--- config.mk ---
export PLATFORM = sky130hd
export DESIGN_NAME = dchain_arb_top
export DESIGN_NICKNAME = d
export VERILOG_FILES = /design/src/rtl/dchain_arb_pkg.sv /design/src/rtl/dchain_arb_head.sv /design/src/rtl/dchain_arb_cell.sv /design/src/rtl/dchain_arb_top.sv
export SDC_FILE = /design/constraint.sdc
export NUM_CORES = 1
export LEC_CHECK = 0
export BUFFER_PORTS_ARGS = -buffer_cell sky130_fd_sc_hd__buf_2
export CORE_MARGIN = 2
export CORE_UTILIZATION = 50
export DETAILED_ROUTE_END_ITERATION = 8
export PLACE_DENSITY_LB_ADDON = 0.3
export SLEW_MARGIN = 20
export SYNTH_ARGS = -nofsm -noshare
export SYNTH_HDL_FRONTEND = slang
export SYNTH_SLANG_ARGS = --single-unit
--- constraint.sdc ---
create_clock -name clk -period 7.7 [get_ports clk]
set_clock_uncertainty 0.15 [all_clocks]
set_input_delay 1.54 -clock clk [delete_from_list [all_inputs] [get_ports clk]]
set_output_delay 1.54 -clock clk [all_outputs]
set_load 0.1 [all_outputs]
--- src/rtl/dchain_arb_pkg.sv ---
package dchain_arb_pkg;

    typedef enum logic [1:0] {
        CELL_IDLE  = 2'd0,
        CELL_CHECK = 2'd1,
        CELL_OWN   = 2'd2
    } cell_state_e;

endpackage

--- src/rtl/dchain_arb_head.sv ---
module dchain_arb_head #(
    parameter int N_DEV = 4
) (
    input  logic [N_DEV-1:0] want_i,
    input  logic [N_DEV-1:0] own_i,
    output logic             bus_req_o,
    output logic             busy_o,
    output logic             head_arb_o
);
    // Wired-OR shared lines modelled logically
    always_comb begin
        bus_req_o  = |want_i;
        busy_o     = |own_i;
        head_arb_o = |want_i;
    end
endmodule

--- src/rtl/dchain_arb_cell.sv ---
module dchain_arb_cell
    import dchain_arb_pkg::*;
#(
    parameter int LEN_W = 4
) (
    input  logic             clk,
    input  logic             rst_n,
    input  logic             want_i,
    input  logic [LEN_W-1:0] len_i,
    input  logic             busy_i,
    input  logic             chain_in_i,
    output logic             chain_out_o,
    output logic             own_o
);
    localparam logic [LEN_W-1:0] CNT_ONE = {{(LEN_W-1){1'b0}}, 1'b1};

    typedef struct packed {
        cell_state_e      st;
        logic [LEN_W-1:0] cnt;
    } cell_regs_t;

    cell_regs_t r_d, r_q;
    logic       eligible;

    always_comb begin
        r_d         = r_q;
        eligible    = want_i && chain_in_i && !busy_i;
        chain_out_o = chain_in_i;
        unique case (r_q.st)
            CELL_IDLE: begin
                if (eligible) begin
                    chain_out_o = 1'b0;
                    r_d.st      = CELL_CHECK;
                end
            end
            CELL_CHECK: begin
                chain_out_o = 1'b0;
                if (eligible) begin
                    r_d.st  = CELL_OWN;
                    r_d.cnt = (len_i == '0) ? '0 : (len_i - CNT_ONE);
                end else begin
                    r_d.st = CELL_IDLE;
                end
            end
            CELL_OWN: begin
                chain_out_o = 1'b0;
                if (r_q.cnt == '0) begin
                    r_d.st = CELL_IDLE;
                end else begin
                    r_d.cnt = r_q.cnt - CNT_ONE;
                end
            end
            default: r_d.st = CELL_IDLE;
        endcase
    end

    always_ff @(posedge clk) begin
        if (!rst_n) begin
            r_q.st  <= CELL_IDLE;
            r_q.cnt <= '0;
        end else begin
            r_q <= r_d;
        end
    end

    assign own_o = (r_q.st == CELL_OWN);

    // a transfer with cycles remaining keeps ownership next cycle
    a_r5_hold_len: assert property (@(posedge clk) disable iff (!rst_n)
        (own_o && r_q.cnt != '0) |=> own_o);

    // a check cycle without eligibility never yields ownership
    a_r7_abort_claim: assert property (@(posedge clk) disable iff (!rst_n)
        (r_q.st == CELL_CHECK && !chain_in_i) |=> !own_o);

endmodule

--- src/rtl/dchain_arb_top.sv ---
module dchain_arb_top #(
    parameter int N_DEV = 4,
    parameter int LEN_W = 4
) (
    input  logic                   clk,
    input  logic                   rst_n,
    input  logic [N_DEV-1:0]       req_i,
    input  logic [N_DEV*LEN_W-1:0] len_i,
    output logic [N_DEV-1:0]       grant_o,
    output logic                   busy_o,
    output logic                   bus_req_o,
    output logic [N_DEV-1:0]       arb_out_o
);
    logic chain [0:N_DEV];
    logic head_arb;

    dchain_arb_head #(.N_DEV(N_DEV)) u_head (
        .want_i     (req_i),
        .own_i      (grant_o),
        .bus_req_o  (bus_req_o),
        .busy_o     (busy_o),
        .head_arb_o (head_arb)
    );

    assign chain[0] = head_arb;

    for (genvar k = 0; k < N_DEV; k++) begin : g_cell
        dchain_arb_cell #(.LEN_W(LEN_W)) u_cell (
            .clk         (clk),
            .rst_n       (rst_n),
            .want_i      (req_i[k]),
            .len_i       (len_i[k*LEN_W +: LEN_W]),
            .busy_i      (busy_o),
            .chain_in_i  (chain[k]),
            .chain_out_o (chain[k+1]),
            .own_o       (grant_o[k])
        );
        assign arb_out_o[k] = chain[k+1];

        // ownership is only taken from a bus that was idle
        a_r3_idle_take: assert property (@(posedge clk) disable iff (!rst_n)
            $rose(grant_o[k]) |-> !$past(busy_o));

        // busy is released together with the grant
        a_r6_release: assert property (@(posedge clk) disable iff (!rst_n)
            $fell(grant_o[k]) |-> !busy_o);
    end

    // never two owners
    a_r4_single_owner: assert property (@(posedge clk) disable iff (!rst_n)
        $onehot0(grant_o));

    // no requests means no token anywhere on the chain
    a_r2_no_token: assert property (@(posedge clk) disable iff (!rst_n)
        !bus_req_o |-> (arb_out_o == '0));

endmodule

# Word-level counts from Yosys, hierarchy flattened
# Index checks and enable logic that the tools add are counted.
dict set report word_totals {
  output_inout_bits 10
  word_cells 119
  regBits 24
}
dict set report classes {
  n_reduce_logical 39
  n_mux 40
  eq_ne 24
  add_sub_neg 8
}
# op n
set ops {}
lappend ops {{4-bit 2-to-1 mux} 12}
lappend ops {{4-bit logical NOT} 8}
lappend ops {{4-bit one-hot mux with 2 select lines} 4}
lappend ops {{4-bit by 1-bit subtractor with 4-bit output (second input constant)} 8}
lappend ops {{2-bit 2-to-1 mux} 12}
lappend ops {{2-bit one-hot mux with 3 select lines} 4}
lappend ops {{2-bit by 1-bit inequality test with 1-bit output (second input constant)} 8}
lappend ops {{2-bit inequality test (second input constant)} 8}
lappend ops {{3-bit AND reduction} 4}
lappend ops {{2-bit by 1-bit equality test with 1-bit output (second input constant)} 4}
lappend ops {{2-bit equality test (second input constant)} 4}
lappend ops {{1-bit logical AND} 8}
lappend ops {{2-bit logical NOT} 4}
lappend ops {{1-bit one-hot mux with 2 select lines} 4}
lappend ops {{2-bit AND reduction} 4}
lappend ops {{2-bit nonzero test} 4}
lappend ops {{2-bit OR reduction} 4}
lappend ops {{4-bit OR reduction} 2}
lappend ops {{1-bit 2-to-1 mux} 4}
lappend ops {{1-bit logical NOT} 1}

# Depth between registers and ports, before layout
# Gate-level depths: netlist of the first run.
dict set report logic_depth {
  depth_word 18
  mapped_depth 9
  depth_no_buf 8
}

# Modules after synthesis
# A second synthesis of the first run with hierarchy kept.
dict set report hier_totals {
  cells_unflattened 247
  area_unflattened_um2 2149.6
}
# mod cells_each instances area_each_um2 seq_area_each_um2
set by_module_without_submodules {}
lappend by_module_without_submodules {dchain_arb_cell 61 4 531.8 120.1}
lappend by_module_without_submodules {dchain_arb_head 3 1 22.5 0.0}

# Worst setup path before layout of the first run
# No wires, ideal clock.
dict set report synth_path {
  path_kind {in2out}
  startpoint {input req_i[2]}
  endpoint {output arb_out_o[3]}
  t_arrival_ns 3.361
  path_stages 5
  n_path_buf 1
  setup_slack_ns 2.649
  path_cell_list {or4_1 > or3b_2 > a21oi_1 > nor2b_1 > buf_4}
}
dict set report synth_between {
  elab_chain_len 17
}
# element line_no
set synth_rtl {}
lappend synth_rtl {{start, declared} dchain_arb_top.sv:7} ;# input logic [N_DEV-1:0] req_i,
lappend synth_rtl {{4-bit OR reduction} dchain_arb_head.sv:14} ;# head_arb_o = |want_i;
lappend synth_rtl {{1-bit logical AND (2 in a row)} dchain_arb_cell.sv:27} ;# eligible = want_i && chain_in_i && !busy_i;
lappend synth_rtl {{1-bit 2-to-1 mux} dchain_arb_cell.sv:31} ;# if (eligible) begin
lappend synth_rtl {{1-bit one-hot mux with 2 select lines} dchain_arb_cell.sv:29} ;# unique case (r_q.st)
lappend synth_rtl {{1-bit logical AND (2 in a row)} dchain_arb_cell.sv:27}
lappend synth_rtl {{1-bit 2-to-1 mux} dchain_arb_cell.sv:31}
lappend synth_rtl {{1-bit one-hot mux with 2 select lines} dchain_arb_cell.sv:29}
lappend synth_rtl {{1-bit logical AND (2 in a row)} dchain_arb_cell.sv:27}
lappend synth_rtl {{1-bit 2-to-1 mux} dchain_arb_cell.sv:31}
lappend synth_rtl {{1-bit one-hot mux with 2 select lines *} dchain_arb_cell.sv:29}
lappend synth_rtl {{net g_cell[2].u_cell.chain_out_o} dchain_arb_cell.sv:12} ;# output logic chain_out_o,
lappend synth_rtl {{1-bit logical AND (2 in a row)} dchain_arb_cell.sv:27}
lappend synth_rtl {{1-bit 2-to-1 mux} dchain_arb_cell.sv:31}
lappend synth_rtl {{1-bit one-hot mux with 2 select lines *} dchain_arb_cell.sv:29}
lappend synth_rtl {{end, declared} dchain_arb_top.sv:12} ;# output logic [N_DEV-1:0] arb_out_o
# Mark *: on every way through the listed nets, which the timed path passes. The rest lies on a longest branch.

# Worst setup path after layout of the first run
dict set report layout_path {
  startpoint {input req_i[1]}
  endpoint {output arb_out_o[3]}
}
dict set report layout_between {
  elab_chain_len 17
}
# element line_no
set layout_rtl {}
lappend layout_rtl {{4-bit OR reduction} dchain_arb_head.sv:14}
lappend layout_rtl {{1-bit logical AND (2 in a row)} dchain_arb_cell.sv:27}
lappend layout_rtl {{1-bit 2-to-1 mux} dchain_arb_cell.sv:31}
lappend layout_rtl {{1-bit one-hot mux with 2 select lines} dchain_arb_cell.sv:29}
lappend layout_rtl {{1-bit logical AND (2 in a row)} dchain_arb_cell.sv:27}
lappend layout_rtl {{1-bit 2-to-1 mux} dchain_arb_cell.sv:31}
lappend layout_rtl {{1-bit one-hot mux with 2 select lines *} dchain_arb_cell.sv:29}
lappend layout_rtl {{1-bit logical AND (2 in a row)} dchain_arb_cell.sv:27}
lappend layout_rtl {{1-bit 2-to-1 mux} dchain_arb_cell.sv:31}
lappend layout_rtl {{1-bit one-hot mux with 2 select lines *} dchain_arb_cell.sv:29}
lappend layout_rtl {{1-bit logical AND (2 in a row)} dchain_arb_cell.sv:27}
lappend layout_rtl {{1-bit 2-to-1 mux} dchain_arb_cell.sv:31}
lappend layout_rtl {{1-bit one-hot mux with 2 select lines *} dchain_arb_cell.sv:29}
# Mark *: on every way between the ends. The rest lies on a longest branch, timed or not.

==> results of run 1 <==
[report_power, final]
part	internal (mW)	switching (mW)	leakage (nW)
sequential	0.136	0.0109	0.195
combinational	0.0569	0.111	0.694
clock	0.0457	0.0410	0.0288
total	0.239	0.163	0.918
[cell families (layout without fill, tap and decap cells)]
group / count (synthesis) / after routing
xor+xnor: 4 / 4
buf+inv: 41 / 61
simple gates: 97 / 97
fa+ha+maj: 21 / 21
mux: 6 / 6
compound gates: 76 / 76
flops: 24 / 24
[stage by stage]
step                instances  power (mW)  hold slack, ps  util (%)
finish                    339       0.401             325      55.8
global route              339       0.429             358      55.8
CTS                       339       0.405             329      55.8
detailed placement        335       0.317             318      54.4
global placement          335       0.315             307      54.4
floorplan                 269       0.289             295         -
[Yosys cell counts, drive strengths merged (3+ instances only)]
master / n / share of area, %
dfxtp: 24 / 24
nand2: 26 / 4.8
a211oi: 3 / 1.1
a21oi: 20 / 5.0
o31ai: 3 / 1.1
nor2: 23 / 4.3
or3: 3 / 0.93
nand2b: 5 / 1.5
a211o: 3 / 1.3
o211ai: 4 / 1.5
o21ai: 19 / 4.7
nand3b: 4 / 1.5
inv: 25 / 4.6
nand3: 4 / 0.99
ha: 21 / 13
buf: 10 / 3.8
clkbuf: 5 / 0.93
nor3: 15 / 3.7
o22ai: 5 / 1.5
nor2b: 4 / 1.2
mux2i: 5 / 2.5
[final timing paths]
kind	slack [ps]	startpoint	depth (start not counted)	end
hold reg to reg	320	g_cell[0].u_cell.r_q[1]	2	g_cell[0].u_cell.r_q[1]
hold / removal	320	g_cell[0].u_cell.r_q[1]	2	g_cell[0].u_cell.r_q[1]
setup / recovery	2970	req_i[1]	6	arb_out_o[3]
setup reg to reg	4880	g_cell[3].u_cell.r_q[4]	7	g_cell[3].u_cell.r_q[0]
[critical path, stage by stage]
cell and delay [ps]:
buf_2 120, or4_1 150, or3b_2 480, a21oi_1 180
nor2b_1 140, buf_2 420
[area by class of cell]
class | count | area, um2
tap | 50 | 62.6
timing repair buffer | 31 | 155
multi-input combinational | 204 | 1350
clock buffer | 4 | 55.1
sequential | 24 | 480
fill | 384 | 1740
inverter | 26 | 97.6
[routing by layer]
metal  track usage, %  vias up  part of all wire, %
met3             3.50        2                  3.6
met4             4.34        0                 0.41
li1                 -      991                    -
met5                0        -                    0
met1             28.0      826                   51
met2             30.0       30                   45
==> results.toml, run 1 <==
[floorplanning]
die_y_um = 67.6
dieWidth_um = 67.6
die-area_um2 = 4570
core_area_um2 = 3940
rows = 23
start_util_pct = 51.3
io_pins = 32

[synthesis]
synth_nets = 312
async_flop_share_pct = 0
synth_top_family_by_area = "simple AND/OR/NAND/NOR gates"
synth-seq-cells = 24
synthFlopType = "dfxtp_1"
yosys_warnings = 0
syn_area_um2 = 2020
synth_compound_area_share_pct = 24.4
syn_area_per_cell_um2 = 7.51
synth_simple_gate_area_share_pct = 24.5
synthAdderAreaFrac_pct = 13.0
synth.area.mux_share_pct = 3.03
ys_seq_area_share_pct = 23.8
synth-edff-count = 0
syn_inst = 269
synthXorXnorAreaFrac_pct = 1.73
synth_cell_types = 52

[timing]
period_share_pct = 61.4
tightest_slew_ps = 526
rsz0062_at_grt = "no"
max_freq_ghz = 0.212
relSlewSlack_pct = 64.7
final_max_slew_viol_count = 0
setup_viol = 0
hold_viol = 0
fin_crit_ps = 4730
fin_ws_ps = 2970
tns_ps = 0

[grt]
grtUsageTotal_pct = 19.5
grt_max_degree = 18
grt_pass1_vias = 1573
antenna_found_initial = 0
grt_pass1_wl_um = 6980
overflow = 0

[pwr]
ir_worst_vdd_v = 0.000149
leakagePower_nw = 0.918
power.density_nw_per_um2 = 182

[place]
dp_hpwl_um = 3180
place_area_um2 = 2140
gp_congestion = 0.802
io_buffer_count = 31
dpl_worst_slack_ps = 2960

[detailed_routing]
detail_route.wirelength_um = 4180
dr_total_vias = 1849
drt_iter0_markers = 104
wl_per_cell_um = 12.3
avgViaCountPerCell = 5.45
drt-pass1-iter-count = 4
route.detailed.drc = 0
ant_nets = 0

[clocking]
cts.clk_slew.worst_paths_ps = 80
cts_root_buf = "clkbuf_8"
ctsLongestPathBuffers = 2
cts-resized-gates = 0
postCtsSetupBuffers = 0
clock-sinks = 24
cts_made_buffers = 3
holdBufCountCts = 0
htree_num_levels = 1
cts_tree = "built"
insertion_delay_ps = 270

[finish]
n_antenna_cell = 0
largest_reg_flops = 24
layout_commonest_cell = "buf_2"
top_regs = "g_cell.u_cell.r_q (24)"
top_register = "g_cell.u_cell.r_q"
finalNetCount = 333
area_delta_synth_final_pct = 8.79
layout_common_cells = "buf_2 (31), nand2_1 (26), inv_1 (25)"
drive_gt1_share_pct = 15.2
final_area_um2 = 2200

[setup_path]
cp-end-kind = "output pin"
cp-start-kind = "input pin"
worstSetupPathType = "input pin to output pin"
crit_fanout = 4
cp.required_ps = 6010
cp_data_arrival_time_ps = 3040

[hold_path]
hold_path.class = "flip-flop to flip-flop"

[status]
status = "complete, no violations"

[run]
cap_violations = 0
(Power assumes the default switching activity.)
==> run 2: changes to the inputs <==
ABC_AREA = 1   (was not set)
clock period = 4.2 ns   (was 7.7 ns; I/O delays follow)
==> results.toml, run 2 <==
[floorplanning]
rows = 22
die_y_um = 65.7
start_util_pct = 52.1
core_area_um2 = 3660
die-area_um2 = 4320
dieWidth_um = 65.7
io_pins = 32

[clocking]
cts_made_buffers = 3
htree_num_levels = 1
holdBufCountCts = 0
cts-resized-gates = 0
postCtsSetupBuffers = 0
insertion_delay_ps = 280
clock-sinks = 24
cts_tree = "built"
ctsLongestPathBuffers = 2
cts.clk_slew.worst_paths_ps = 80
cts_root_buf = "clkbuf_8"

[setup_path]
crit_family = "simple AND/OR/NAND/NOR gates"
cp_data_arrival_time_ps = 2720
crit_buf_inv = 3
cpPeakStageDelay_ps = 440
cp-start-kind = "flip-flop"
cp_cell_sequence = "inv_1, ha_1, nor2_2, nand3_2, nand2_2, nand2_2, nand2_4, inv_2, nand3_2, nand2_2, a21oi_4, and2_2, a21boi_0, buf_2"
crit_fanout = 6
worstSetupPathType = "flip-flop to output pin"
worst_path_most_repeated_cell = "nand2_2"
cp-end-kind = "output pin"
cp.required_ps = 3210
worst_path_max_delay_cell = "buf_2"

[timing]
relSlewSlack_pct = 64.4
rsz0062_at_grt = "no"
fin_crit_ps = 3710
tightest_slew_ps = 531
period_share_pct = 88.3
tns_ps = 0
final_max_slew_viol_count = 0
max_freq_ghz = 0.270
setup_viol = 0
hold_viol = 0

[synthesis]
yosysMostFrequentCell = "nand2_1"
synth_nets = 324
ys_seq_area_share_pct = 25.2
synthTopCellsByCount = "nand2_1 (48), inv_1 (43), a21oi_1 (36)"
syn_area_um2 = 1910
synth-seq-cells = 24
synth-edff-count = 0
synth_top_area_cell = "dfxtp_1"
synthTopCellsByArea = "dfxtp_1 (25%), ha_1 (14%), a21oi_1 (9.5%), nand2_1 (9.5%), inv_1 (8.5%)"
syn_area_per_cell_um2 = 6.78
yosys_warnings = 0
synth_cell_types = 30
synth.top_cell.area_share_pct = 25.2
synthFlopType = "dfxtp_1"
syn_inst = 281
async_flop_share_pct = 0

[grt]
grt_pass1_vias = 1716
grtUsageTotal_pct = 20.3
overflow = 0
grt_pass1_wl_um = 6930
antenna_found_initial = 0
grt_max_degree = 18

[detailed_routing]
drt_iter0_markers = 96
ant_nets = 0
avgViaCountPerCell = 5.11
route.detailed.drc = 0
drt-pass1-iter-count = 4
dr_total_vias = 1813
detail_route.wirelength_um = 3860
wl_per_cell_um = 10.9

[finish]
finalNetCount = 351
top_register = "g_cell.u_cell.r_q"
fin_cells = 355
drive_gt1_share_pct = 17.3
layout_common_cells = "nand2_1 (48), inv_1 (43), a21oi_1 (36)"
layout_commonest_cell = "nand2_1"
fill_cells = 368
top_regs = "g_cell.u_cell.r_q (24)"
n_antenna_cell = 0
area_delta_synth_final_pct = 10.8
largest_reg_flops = 24
postLayoutCoreUtil_pct = 57.7

[status]
status = "complete, no violations"

[pwr]
leakagePower_nw = 0.969
ir_worst_vdd_v = 0.000298
power.density_nw_per_um2 = 610

[place]
dp_hpwl_um = 3000
gp_congestion = 0.897
io_buffer_count = 31
dp_cells = 351

[hold_path]
hold_path.class = "flip-flop to flip-flop"

[run]
cap_violations = 0
[run 2: per-stage QoR]
| step | power [mW] | hold WS [ps] | cell area (um2) | setup WS [ps] |
|---|---|---|---|---|
| global route | 1.42 | 342 | 2110 | 261 |
| finish | 1.29 | 317 | 2110 | 491 |
| floorplan | 1.01 | 290 | 1910 | 101 |
| CTS | 1.29 | 318 | 2110 | 498 |
| detailed placement | 1.13 | 303 | 2060 | 694 |
| global placement | 1.11 | 300 | 2060 | 755 |
[run 2: cell families (layout without fill, tap and decap cells)]
group	Yosys count	in the layout	share of synthesized area [%]
buf+inv	55	81	12.4
compound gates	75	75	22.8
simple gates	106	106	25.8
flops	24	24	25.2
fa+ha+maj	21	21	13.8
[run 2: layout make-up]
type                       count  area, um2  share of cell area [%]
multi-input combinational    202       1190                    56.3
sequential                    24        480                    22.7
inverter                      46        173                    8.18
timing repair buffer          31        155                    7.35
tap                           48       60.1                    2.84
clock buffer                   4       55.1                    2.61
[run 2: where the power goes]
| group | internal [mW] | switching [mW] |
|---|---|---|
| registers | 0.300 | 0.0468 |
| logic | 0.223 | 0.554 |
| clock network | 0.0841 | 0.0811 |
| total | 0.607 | 0.682 |
[run 2: path summary, 6_finish.rpt]
check | start | to | slack (ps) | cells after the start
setup / recovery | g_cell[3].u_cell.r_q[4] | arb_out_o[3] | 490 | 14
hold / removal | g_cell[3].u_cell.r_q[1] | g_cell[3].u_cell.r_q[1] | 320 | 2
setup reg to reg | g_cell[3].u_cell.r_q[4] | g_cell[3].u_cell.r_q[0] | 1810 | 16
hold reg to reg | g_cell[3].u_cell.r_q[1] | g_cell[3].u_cell.r_q[1] | 320 | 2
[run 2: per-layer routing]
metal  wire length [um]  track usage, %  share of wire [%]  vias to the layer above
li1                   -               -                  -                      984
met5                  0               0                  0                        -
met1               1900            24.2                 49                      799
met2               1790            37.0                 46                       25
met3                122            2.57                3.2                        5
met4                 54            7.03                1.4                        0
[run 2: worst min-delay path, stage by stage, from the launching register on]
cell	delay, ps
dfxtp_1	320
nand2_1	60
a21oi_1	50
